### src/rtl/omr_pkg.sv
package omr_pkg;

  localparam int unsigned OMR_W = 16;
  localparam logic [OMR_W-1:0] OMR_KEEP = 16'h817B;

  localparam int unsigned POS_NL  = 15;
  localparam int unsigned POS_CC  = 8;
  localparam int unsigned POS_SD  = 6;
  localparam int unsigned POS_RND = 5;
  localparam int unsigned POS_SAT = 4;
  localparam int unsigned POS_XEX = 3;

  typedef enum logic [1:0] {
    MODE_BOOT_BUS  = 2'b00,
    MODE_BOOT_PERI = 2'b01,
    MODE_NORMAL    = 2'b10,
    MODE_DEVEL     = 2'b11
  } op_mode_e;

  function automatic logic [OMR_W-1:0] keep_bits(input logic [OMR_W-1:0] v);
    return v & OMR_KEEP;
  endfunction

  function automatic logic is_boot(input op_mode_e m);
    return (m == MODE_BOOT_BUS) || (m == MODE_BOOT_PERI);
  endfunction

  function automatic logic [15:0] vector_of(input op_mode_e m);
    return (m == MODE_NORMAL) ? 16'hE000 : 16'h0000;
  endfunction

  function automatic logic in_window(input logic [31:0] a,
                                     input logic [31:0] base,
                                     input logic [31:0] words);
    return (a >= base) && (a < base + words);
  endfunction

endpackage

### src/rtl/omr_arch_reg.sv
module omr_arch_reg
  import omr_pkg::*;
(
  input  logic             clk,
  input  logic             rst_n,
  input  logic             wr_en,
  input  logic [OMR_W-1:0] wr_data,
  output logic [OMR_W-1:0] arch_q
);

  always_ff @(posedge clk) begin
    if (!rst_n)     arch_q <= '0;
    else if (wr_en) arch_q <= keep_bits(wr_data);
  end

endmodule

### src/rtl/omr_delay_stage.sv
module omr_delay_stage
  import omr_pkg::*;
(
  input  logic             clk,
  input  logic             rst_n,
  input  logic             wr_en,
  input  logic             instr_adv,
  input  logic [OMR_W-1:0] arch_q,
  output logic [OMR_W-1:0] act_q,
  output logic             pend_q
);

  logic apply_evt;
  assign apply_evt = pend_q && instr_adv;

  always_ff @(posedge clk) begin
    if (!rst_n) begin
      act_q  <= '0;
      pend_q <= 1'b0;
    end else begin
      if (apply_evt) act_q <= arch_q;
      if (wr_en)          pend_q <= 1'b1;
      else if (instr_adv) pend_q <= 1'b0;
    end
  end

  assert_write_not_direct_R4: assert property (@(posedge clk) disable iff (!rst_n)
    (wr_en && !pend_q) |=> $stable(act_q));
  assert_idle_hold_R4: assert property (@(posedge clk) disable iff (!rst_n)
    !instr_adv |=> $stable(act_q));

endmodule

### src/rtl/omr_mode_map.sv
module omr_mode_map
  import omr_pkg::*;
(
  input  op_mode_e    mode,
  output logic [15:0] reset_vec,
  output logic        boot_rom_en,
  output logic        pram_rd_ok,
  output logic        pram_wr_ok
);

  always_comb begin
    reset_vec   = vector_of(mode);
    boot_rom_en = is_boot(mode);
    pram_rd_ok  = (mode == MODE_NORMAL);
    pram_wr_ok  = (mode != MODE_DEVEL);
  end

endmodule

### src/rtl/omr_pmem_route.sv
module omr_pmem_route
  import omr_pkg::*;
#(
  parameter int unsigned ADDR_W     = 16,
  parameter int unsigned PRAM_BASE  = 0,
  parameter int unsigned PRAM_WORDS = 4096,
  parameter int unsigned BROM_BASE  = 0,
  parameter int unsigned BROM_WORDS = 512
) (
  input  op_mode_e          mode,
  input  logic              acc_vld,
  input  logic              acc_wr,
  input  logic [ADDR_W-1:0] acc_addr,
  output logic              sel_brom,
  output logic              sel_pram,
  output logic              sel_ext,
  output logic              rd_blocked
);

  localparam int unsigned PAD = 32 - ADDR_W;

  logic [31:0] addr_w;
  logic        hit_pram, hit_brom;

  assign addr_w   = {{PAD{1'b0}}, acc_addr};
  assign hit_pram = in_window(addr_w, PRAM_BASE, PRAM_WORDS);
  assign hit_brom = in_window(addr_w, BROM_BASE, BROM_WORDS);

  always_comb begin
    sel_brom   = 1'b0;
    sel_pram   = 1'b0;
    sel_ext    = 1'b0;
    rd_blocked = 1'b0;
    if (acc_vld) begin
      unique case (mode)
        MODE_BOOT_BUS, MODE_BOOT_PERI: begin
          if (acc_wr) begin
            if (hit_pram) sel_pram = 1'b1;
            else          sel_ext  = 1'b1;
          end else if (hit_brom) sel_brom   = 1'b1;
          else if (hit_pram)     rd_blocked = 1'b1;
          else                   sel_ext    = 1'b1;
        end
        MODE_NORMAL: begin
          if (hit_pram) sel_pram = 1'b1;
          else          sel_ext  = 1'b1;
        end
        default: sel_ext = 1'b1;
      endcase
    end
  end

endmodule

### src/rtl/omr_ctrl.sv
module omr_ctrl
  import omr_pkg::*;
#(
  parameter int unsigned PRAM_BASE  = 0,
  parameter int unsigned PRAM_WORDS = 4096,
  parameter int unsigned BROM_BASE  = 0,
  parameter int unsigned BROM_WORDS = 512
) (
  input  logic        clk,
  input  logic        rst_n,
  input  logic        instr_adv,
  input  logic        wr_en,
  input  logic [15:0] wr_data,
  output logic [15:0] rd_data,
  output logic [1:0]  mode_o,
  output logic        flag_nl,
  output logic        flag_cc,
  output logic        flag_sd,
  output logic        flag_rnd,
  output logic        flag_sat,
  output logic        flag_xext,
  output logic [15:0] reset_vec,
  output logic        boot_rom_en,
  output logic        pram_rd_ok,
  output logic        pram_wr_ok,
  input  logic        acc_vld,
  input  logic        acc_wr,
  input  logic [15:0] acc_addr,
  output logic        sel_brom,
  output logic        sel_pram,
  output logic        sel_ext,
  output logic        rd_blocked
);

  logic [OMR_W-1:0] arch_q, act_q;
  logic             pend_q;
  op_mode_e         act_mode;

  omr_arch_reg u_arch (
    .clk(clk), .rst_n(rst_n), .wr_en(wr_en), .wr_data(wr_data), .arch_q(arch_q)
  );

  omr_delay_stage u_delay (
    .clk(clk), .rst_n(rst_n), .wr_en(wr_en), .instr_adv(instr_adv),
    .arch_q(arch_q), .act_q(act_q), .pend_q(pend_q)
  );

  assign act_mode  = op_mode_e'(act_q[1:0]);
  assign rd_data   = arch_q;
  assign mode_o    = act_q[1:0];
  assign flag_nl   = act_q[POS_NL];
  assign flag_cc   = act_q[POS_CC];
  assign flag_sd   = act_q[POS_SD];
  assign flag_rnd  = act_q[POS_RND];
  assign flag_sat  = act_q[POS_SAT];
  assign flag_xext = act_q[POS_XEX];

  omr_mode_map u_map (
    .mode(act_mode), .reset_vec(reset_vec), .boot_rom_en(boot_rom_en),
    .pram_rd_ok(pram_rd_ok), .pram_wr_ok(pram_wr_ok)
  );

  omr_pmem_route #(
    .ADDR_W(16), .PRAM_BASE(PRAM_BASE), .PRAM_WORDS(PRAM_WORDS),
    .BROM_BASE(BROM_BASE), .BROM_WORDS(BROM_WORDS)
  ) u_route (
    .mode(act_mode), .acc_vld(acc_vld), .acc_wr(acc_wr), .acc_addr(acc_addr),
    .sel_brom(sel_brom), .sel_pram(sel_pram), .sel_ext(sel_ext),
    .rd_blocked(rd_blocked)
  );

  assert_rsvd_zero_R2: assert property (@(posedge clk) disable iff (!rst_n)
    (rd_data & ~OMR_KEEP) == '0);
  assert_read_now_R3: assert property (@(posedge clk) disable iff (!rst_n)
    wr_en |=> rd_data == (($past(wr_data)) & OMR_KEEP));
  assert_sel_onehot_R10: assert property (@(posedge clk) disable iff (!rst_n)
    $onehot0({sel_brom, sel_pram, sel_ext, rd_blocked}));
  assert_idle_quiet_R10: assert property (@(posedge clk) disable iff (!rst_n)
    !acc_vld |-> !(sel_brom || sel_pram || sel_ext || rd_blocked));
  assert_boot_no_ramrd_R7: assert property (@(posedge clk) disable iff (!rst_n)
    (boot_rom_en && acc_vld && !acc_wr) |-> !sel_pram);
  assert_devel_ext_R9: assert property (@(posedge clk) disable iff (!rst_n)
    (mode_o == 2'b11 && acc_vld) |-> sel_ext);
  assert_normal_vec_R8: assert property (@(posedge clk) disable iff (!rst_n)
    (mode_o == 2'b10) |-> (reset_vec == 16'hE000 && !boot_rom_en));

endmodule

### config.mk
export PLATFORM = sky130hd
export DESIGN_NAME = omr_ctrl
export DESIGN_NICKNAME = d
export VERILOG_FILES = /design/src/rtl/omr_pkg.sv /design/src/rtl/omr_arch_reg.sv /design/src/rtl/omr_delay_stage.sv /design/src/rtl/omr_mode_map.sv /design/src/rtl/omr_pmem_route.sv /design/src/rtl/omr_ctrl.sv
export SDC_FILE = /design/constraint.sdc
export NUM_CORES = 1
export LEC_CHECK = 0
export CORE_ASPECT_RATIO = 0.8
export CORE_MARGIN = 2
export CORE_UTILIZATION = 28
export DETAILED_ROUTE_END_ITERATION = 16
export GPL_ROUTABILITY_DRIVEN = 0
export PLACE_DENSITY_LB_ADDON = 0.1
export SLEW_MARGIN = 20
export SYNTH_ARGS = -nofsm -noshare
export SYNTH_HDL_FRONTEND = slang
export SYNTH_SLANG_ARGS = --single-unit
### constraint.sdc
create_clock -name clk -period 0.8 [get_ports clk]
set_input_delay 0.16 -clock clk [delete_from_list [all_inputs] [get_ports clk]]
set_output_delay 0.16 -clock clk [all_outputs]
set_load 0.02 [all_outputs]
==> flow_summary.yaml, run 1 <==
outcome:
  status: "finished with violations"
  failed_checks: "setup timing"
setup_path:
  worst-path-buf-inv: 1
  r2r_slack_ns: -0.06
  crit_path_max_fanout: 4
  path_delay_family: "flip-flops"
  r2r_start: "u_delay.pend_q"
  critical_path_class: "flop to primary output"
  cp.arrival_ns: 1.05
  cpPeakStageDelay_ns: 0.36
  rr_worst_depth: 3
  start_kind: "flop"
  cpMaxStageDelayCell: "dfxtp_4"
  crit_chain: "nor2_4, and4b_2, buf_6"
  crit_path_end_kind: "primary output"
  required_ns: 0.64
  r2r_end: "u_delay.act_q[6]"
power:
  power_density_nw_per_um2: 1245
  leakage_nw: 0.7797
  ir_drop_v: 0.001067
die:
  placeableCoreArea_um2: 3176
  die_w_um: 69.29
  initial_core_util: 0.3006
  pin_count: 85
  rows: 18
  fp.dieArea_um2: 3896
  dieHeight_um: 56.23
timing:
  max_freq_ghz: 0.8233
  fin_crit_sh: 1.518
  report.final.hold_viol_count: 0
  post-route-min-period_ns: 1.215
  slew_viol_final: 0
  setup_viol: 34
  setup_ws_ns: -0.4146
  finClkSkew_ns: 0.002660
  rsz0062_at_grt: "true"
synth:
  synth_fa_ha_area_frac: 0
  synth_edf_count: 0
  ys_ff_latch: 17
  syn_area_um2: 954.7
  synthTopCellsByCount: "buf_4 (25), dfxtp_1 (17), nor2_1 (10), mux2i_1 (8), nand3_1 (8)"
  yosysSeqAreaShare: 0.3565
  synth_top_family_by_area: "buffers and inverters"
  ys_top_cells_by_area: "dfxtp_1 (36%), buf_4 (20%), mux2i_1 (8.4%)"
  synth_compound_area_frac: 0.1494
  muxShareOfSynthArea: 0.08388
  synth_top_area_frac: 0.3565
  yosysMostFrequentCell: "buf_4"
  yosys.area_share.simple: 0.1520
  async_flop_share: 0
  yosys.area_share.xor_xnor: 0
  yosysTopAreaCell: "dfxtp_1"
  syn_inst: 101
  yosys_warnings: 0
  synth_cell_type_count: 22
  synth.avg_cell_area_um2: 9.452
  synthFlopType: "dfxtp_1"
routing:
  route.layer.met1.wl_um: 1034
  drt.antenna.violating_nets: 0
  route.met2.wl_um: 1287
  vias: 852
  drc: 0
  drt-total-wl_um: 2497
  dr.pass1.iters: 4
  wl_met3_um: 158
  wire_per_inst_um: 12.30
  drt-initial-drc-count: 18
  viasPerCell: 4.197
  top_layer: "met4"
global_route:
  antenna_found_initial: 0
  grt_start_max_net_pins: 17
  grt_pass1_wl_um: 3981
  overflow: 0
  grt_pass1_vias: 808
  track_usage: 0.1281
clock_network:
  cts.path.max_buffers: 2
  cts_root_buf: "clkbuf_8"
  clk_latency_ns: 0.25
  cts_max_level: 1
  tritoncts: "built"
  cts_sinks: 17
  cts_buffers: 3
  clk_pin_slew_worst_paths_ns: 0.06
hold_path:
  hold_end: "u_delay.pend_q"
  hp-start: "rst_n"
  hp-class: "input port to flop"
  holdPathStages: 3
placement:
  place_hpwl_um: 1747
  io_buffers: 46
  dp_cells: 194
flow_run:
  drv_cap: 0
layout:
  stdcell_count: 203
  syn_to_final_growth_pct: 77.85
  utilization: 0.5347
  seqCellArea_um2: 369.1
  nNetsFinal: 202
  antenna_cells: 0
  layout-drive-gt1-share: 0.5890
  multi_input_area_um2: 511.7
  n_fill_cell: 295
==> power breakdown <==
group	switching, mW	total (mW)	internal, mW	leakage, nW
combinational	0.290	0.579	0.289	0.610
clock	0.272	0.625	0.353	0.0228
sequential	0.0291	0.910	0.881	0.147
total	0.592	2.11	1.52	0.780
==> how the worst max path moves through the flow <==
stage	startpoint	slack [ns]	endpoint	cells after the start
6_report	u_delay.act_q[1]	-0.41	rd_blocked	3
3_5_place_dp	acc_addr[13]	-1.19	rd_blocked	4
4_1_cts	u_delay.act_q[1]	-0.42	rd_blocked	3
5_1_grt	u_delay.act_q[1]	-0.48	reset_vec[14]	4
3_3_place_gp	acc_addr[13]	-1.13	rd_blocked	4
2_1_floorplan	u_delay.act_q[1]	-0.20	sel_pram	2
==> area by class of cell <==
cell class	count	area share
repair buffers	68	0.4193
flip-flops and latches	17	0.2174
well taps	40	0.02948
multi-input cells	72	0.3014
inverters	2	0.005895
clock buffers	4	0.02653
==> layer usage <==
metal | vias up | GRT usage
met4 | 0 | 0.02521
met2 | 39 | 0.2198
met3 | 2 | 0.03442
met5 | - | 0
li1 | 424 | -
met1 | 387 | 0.1618
==> state kept, by name, summed over array words and instances, names as in the netlist <==
name            cells
u_arch.arch_q       8
u_delay.act_q       8
u_delay.pend_q      1
==> worst reg2reg max path, stage by stage (launching register included) <==
cell and delay, ns:
dfxtp_4 0.37, buf_6 0.13, a21bo_1 0.20, a21oi_2 0.10
==> cell families after synthesis <==
group,count (synthesis)
multiplexers,8
AO/OA/AOI/OAI,18
other,1
AND/OR/NAND/NOR,25
flip-flops,17
buffers and inverters,32
==> repair_timing <==
action	4_1_cts	5_1_grt
cloned	1	0
gates resized for setup	197	11
pin swaps	13	8
setup endpoints to repair	43	36
hold buffers	0	0
buffers inserted	4	0
==> layout by cell type (no fill, tap or decap), types with 2 or more instances in the layout <==
cell type	synthesis	layout
buf_4	25	16
a21oi_2	2	8
clkbuf_8	0	3
a21bo_2	6	6
nor2_4	0	2
buf_8	1	2
buf_6	2	26
buf_2	2	3
clkdlybuf4s15_1	0	2
nor2_1	10	8
a21bo_1	2	2
dlygate4sd2_1	0	7
clkdlybuf4s50_1	0	8
conb_1	1	21
nand3_1	8	7
dfxtp_4	0	3
mux2i_1	8	8
dfxtp_2	0	14
buf_12	0	3
==> per-stage QoR <==
| step | TNS (ns) | worst slack (ns) | hold WS, ns | power [mW] | instance area, µm² |
|---|---|---|---|---|---|
| final | -5.268 | -0.4146 | 0.3845 | 2.114 | 1698 |
| after CTS | -5.535 | -0.4246 | 0.3841 | 2.127 | 1664 |
| after global placement | -18.75 | -1.132 | 0.5616 | 1.436 | 1504 |
| after floorplan | -1.487 | -0.1973 | 0.2774 | 1.272 | 1079 |
| after global routing | -6.601 | -0.4791 | 0.4007 | 2.235 | 1698 |
| after detailed placement | -19.28 | -1.193 | 0.5650 | 1.444 | 1504 |
(Power assumes the default switching activity.)
==> run 2, diff against run 1 <==
--- a/config.mk
+++ b/config.mk
@@ -5,7 +5,6 @@
 export SDC_FILE = /design/constraint.sdc
 export NUM_CORES = 1
 export LEC_CHECK = 0
-export CORE_ASPECT_RATIO = 0.8
 export CORE_MARGIN = 2
 export CORE_UTILIZATION = 28
 export DETAILED_ROUTE_END_ITERATION = 16
==> flow_summary.yaml, run 2 (same netlist as run 1, synthesis figures left out) <==
hold_path:
  hp-class: "input port to flop"
routing:
  drc: 0
  drt.antenna.violating_nets: 0
  viasPerCell: 4.101
  drt-total-wl_um: 2198
  dr.pass1.iters: 2
  drt-initial-drc-count: 6
  vias: 849
  wire_per_inst_um: 10.62
clock_network:
  cts_hold_buf: 0
  cts_max_level: 1
  clk_latency_ns: 0.29
  cts.path.max_buffers: 2
  cts_root_buf: "clkbuf_4"
  cts_sinks: 17
  tritoncts: "built"
  clk_pin_slew_worst_paths_ns: 0.10
  cts_buffers: 3
placement:
  place_hpwl_um: 1603
  io_buffers: 46
  place_ws_ns: -1.152
  placed_cell_area_um2: 1499
  dp_cells: 200
setup_path:
  crit_path_end_kind: "primary output"
  endpoint: "pram_rd_ok"
  critical_path_class: "flop to primary output"
  r2r_slack_ns: -0.07
  crit_chain: "buf_6, inv_4, nor2_4, buf_6"
  start_kind: "flop"
  r2r_end: "u_delay.act_q[1]"
  rr_worst_depth: 3
  cpPeakStageDelay_ns: 0.39
  r2r_start: "u_delay.pend_q"
  cp.arrival_ns: 1.09
  crit_path_max_fanout: 4
  crit_path_frequent_cell: "buf_6"
  required_ns: 0.64
  cpMaxStageDelayCell: "dfxtp_4"
  crit_start: "u_delay.act_q[1]"
power:
  ir_drop_v: 0.0006894
  finalPower_mw: 1.922
  leakage_nw: 0.7566
  power_density_nw_per_um2: 1157
global_route:
  grt_start_max_net_pins: 17
  track_usage: 0.1166
  overflow: 0
  antenna_found_initial: 0
  grt_pass1_vias: 784
  grt_pass1_wl_um: 3657
die:
  die_w_um: 62.39
  dieHeight_um: 62.39
  initial_core_util: 0.2884
  pin_count: 85
  fp.dieArea_um2: 3893
  rows: 21
  placeableCoreArea_um2: 3311
layout:
  stdcell_count: 207
  n_fill_cell: 349
  layout_common_cells: "buf_6 (26), conb_1 (21), dfxtp_2 (14)"
  syn_to_final_growth_pct: 74.05
  nNetsFinal: 200
  stdcell_area_um2: 1662
  largest_registers: "u_arch.arch_q: 8 flops, u_delay.act_q: 8 flops, u_delay.pend_q: 1 flops"
  layout_commonest_cell: "buf_6"
  antenna_cells: 0
  layout-drive-gt1-share: 0.5776
outcome:
  failed_checks: "setup timing"
  status: "finished with violations"
timing:
  setup_ws_ns: -0.4549
  rsz0062_at_grt: "true"
  finClkSkew_ns: 0.008406
  setup_viol: 34
  fin_crit_sh: 1.569
  max_freq_ghz: 0.7969
  fin_setup_tns_ns: -6.717
  post-route-min-period_ns: 1.255
  report.final.hold_viol_count: 0
  slew_viol_final: 0
flow_run:
  drv_cap: 0
==> run 2: cell types whose count changed in the layout (fill, tap and decap cells not counted), sizes merged <==
cell,change
buf,-4
clkdlybuf4s50,+3
bufbuf,-1
dlygate4sd2,-2
dlymetal6s2s,+1
clkinv,+1
==> run 2: worst min path at each step <==
stage / startpoint / to / slack, ns / cells after the start
floorplan: rst_n / u_delay.pend_q / 0.28 / 1
global placement: u_delay.act_q[3] / u_delay.act_q[3] / 0.56 / 2
detailed placement: u_delay.act_q[3] / u_delay.act_q[3] / 0.57 / 2
CTS: instr_adv / u_delay.act_q[3] / 0.34 / 3
global route: instr_adv / u_delay.act_q[3] / 0.34 / 3
finish: instr_adv / u_delay.act_q[3] / 0.34 / 3
==> run 2: repair_timing <==
action,in CTS,in global routing
endpoints found under the setup margin,43,36
pin swaps,7,13
buffers inserted,2,1
gates resized for setup,181,14
==> run 2: critical path: cells and delay by family (launching register included) <==
family,cells,cell delay (ns)
simple gates,1,0.14
buf+inv,3,0.28
flops,1,0.39
==> run 2: final cells by class <==
| type | count | area [µm²] | area share |
|---|---|---|---|
| Inverter | 2 | 10.01 | 0.006024 |
| Clock inverter | 1 | 5.005 | 0.003012 |
| Timing Repair Buffer | 66 | 683.2 | 0.4111 |
| Clock buffer | 3 | 22.52 | 0.01355 |
| Tap cell | 46 | 57.56 | 0.03464 |
| Sequential cell | 17 | 369.1 | 0.2221 |
| Multi-Input combinational cell | 72 | 514.2 | 0.3095 |
==> run 2: metrics by stage <==
step	utilization	hold WS (ns)
3_5_place_dp	0.4528	0.5691
4_1_cts	0.4853	0.3399
3_3_place_gp	0.4528	0.5638
5_1_grt	0.5019	0.3425
2_1_floorplan	-	0.2774
6_report	0.5019	0.3359
==> run 2: power by group <==
| part | internal [mW] | total [mW] | switching, mW |
|---|---|---|---|
| clock | 0.186 | 0.456 | 0.270 |
| combinational | 0.276 | 0.557 | 0.281 |
| sequential | 0.880 | 0.909 | 0.0293 |
| total | 1.34 | 1.92 | 0.580 |
==> run 2: layer usage <==
metal / vias to the layer above / wire, µm / GRT usage / part of all wire
li1: 415 / - / - / -
met1: 390 / 995 / 0.1590 / 0.45
met2: 42 / 1016 / 0.1821 / 0.46
met3: 2 / 169 / 0.03063 / 0.077
met4: 0 / 17 / 0.03333 / 0.0077
met5: - / 0 / 0 / 0
==> run 3, diff against run 2 <==
==> constraint.sdc (replaced) <==
create_clock -name clk -period 1.15 [get_ports clk]
set_input_delay 0.23 -clock clk [delete_from_list [all_inputs] [get_ports clk]]
set_output_delay 0.23 -clock clk [all_outputs]
set_load 0.02 [all_outputs]
==> flow_summary.yaml, run 3 (same netlist as run 1, synthesis figures left out) <==
routing:
  drt-initial-drc-count: 12
  wire_per_inst_um: 10.30
  vias: 809
  drt.antenna.violating_nets: 0
  route.met2.wl_um: 1018
  top_layer: "met3"
  route.layer.met1.wl_um: 887
  dr.pass1.iters: 2
  drt-total-wl_um: 2111
  viasPerCell: 3.946
  wl_met3_um: 204
  drc: 0
die:
  initial_core_util: 0.2884
  placeableCoreArea_um2: 3311
  rows: 21
  die_w_um: 62.39
  fp.dieArea_um2: 3893
  pin_count: 85
  dieHeight_um: 62.39
layout:
  layout_common_cells: "buf_4 (22), conb_1 (21), buf_2 (17)"
  multi_input_area_um2: 473.0
  largest_registers: "u_arch.arch_q: 8 flops, u_delay.act_q: 8 flops, u_delay.pend_q: 1 flops"
  layout-drive-gt1-share: 0.4340
  syn_to_final_growth_pct: 48.36
  nNetsFinal: 198
  n_fill_cell: 360
  antenna_cells: 0
  layout_commonest_cell: "buf_4"
  seqCellArea_um2: 347.8
power:
  swShare: 0.3035
  p_sw_uw: 386.3
  power_frac_comb: 0.261
  ir_drop_v: 0.0003878
  leakage_nw: 0.6951
  finalPower_mw: 1.273
  internal-power_uw: 886.4
  power_density_nw_per_um2: 898.6
  clkPwrFrac: 0.249
  pwr-share-seq: 0.490
timing:
  setup_viol: 10
  setup_ws_ns: -0.1799
  finClkSkew_ns: 0.007325
  slew_viol_final: 0
  report.final.hold_viol_count: 0
  post-route-min-period_ns: 1.330
  fin_crit_sh: 1.156
  rsz0062_at_grt: "true"
  fin_hold_ws_ns: 0.5207
  max_freq_ghz: 0.7519
global_route:
  overflow: 0
  grt_pass1_wl_um: 3601
  grt_start_max_net_pins: 11
  antenna_found_initial: 0
  grt_pass1_vias: 802
  track_usage: 0.1119
setup_path:
  crit_path_max_fanout: 4
  critical_path_class: "flop to primary output"
  start_kind: "flop"
  crit_path_end_kind: "primary output"
  cp.arrival_ns: 1.10
  required_ns: 0.92
placement:
  io_buffers: 46
  place_hpwl_um: 1738
clock_network:
  cts_root_buf: "clkbuf_4"
  cts_sinks: 17
  clk_pin_slew_worst_paths_ns: 0.10
  cts_buffers: 3
  cts.path.max_buffers: 2
  cts_max_level: 1
  clk_latency_ns: 0.29
  tritoncts: "built"
  cts_hold_buf: 0
flow_run:
  drv_cap: 0
hold_path:
  hp-class: "input port to flop"
outcome:
  failed_checks: "setup timing"
  status: "finished with violations"
run 3: cell count changes in the layout (fill, tap and decap cells not counted), sizes merged:
cell           before  now
buf                46   44
dlymetal6s2s        1    0
clkbuf              4    5
clkdlybuf4s15       2    1
clkdlybuf4s50      11   12
run 3: path summary, 6_finish.rpt:
check,startpoint,to,slack (ns),cells past startpoint
worst max-delay path,u_delay.act_q[1],sel_pram,-0.18,3
worst min-delay path,rst_n,u_delay.pend_q,0.52,2
worst max register to register,u_delay.pend_q,u_delay.act_q[1],0.20,3
worst min register to register,u_delay.act_q[3],u_delay.act_q[3],0.58,2
run 3: what timing repair did:
item | 4_1_cts | 5_1_grt
pin swaps | 5 | 1
resized for setup | 113 | 24
gates cloned | 0 | 0
setup endpoints to repair | 26 | 23
buffers inserted | 0 | 1
run 3: routing by layer:
metal,vias up,GRT usage
met5,-,0
met4,0,0.03333
met3,0,0.04324
met2,40,0.1997
met1,359,0.1229
li1,410,-
run 3: critical path, cell delays in order (launching register included):
cell and delay [ns]:
dfxtp_4 0.38, nand2_2 0.09, and4b_1 0.22, buf_6 0.12
run 3: cell type report:
| type | count | share of cell area |
|---|---|---|
| clock buffers | 3 | 0.01590 |
| inverters | 2 | 0.007067 |
| multi-input cells | 72 | 0.3339 |
| well taps | 46 | 0.04064 |
| repair buffers | 64 | 0.3534 |
| flip-flops and latches | 17 | 0.2456 |
| clock inverters | 1 | 0.003534 |
run 3: power by group through the flow:
stage	Sequential, mW	Combinational [mW]	Clock, mW
2_1_floorplan	0.667	0.216	0
3_3_place_gp	0.642	0.357	0
3_5_place_dp	0.642	0.362	0
4_1_cts	0.627	0.343	0.337
5_1_grt	0.627	0.358	0.370
6_report	0.624	0.333	0.316
run 3: metrics by stage:
step / area, µm² / worst slack (ns) / instances / util / setup TNS (ns)
3_3_place_gp: 1469 / -0.8954 / 200 / 0.4437 / -6.649
6_report: 1416 / -0.1799 / 205 / 0.4278 / -1.459
5_1_grt: 1416 / -0.2441 / 205 / 0.4278 / -2.167
4_1_cts: 1469 / -0.1969 / 204 / 0.4437 / -1.841
2_1_floorplan: 1046 / 0.04222 / 121 / - / 0
3_5_place_dp: 1469 / -0.9242 / 200 / 0.4437 / -7.073
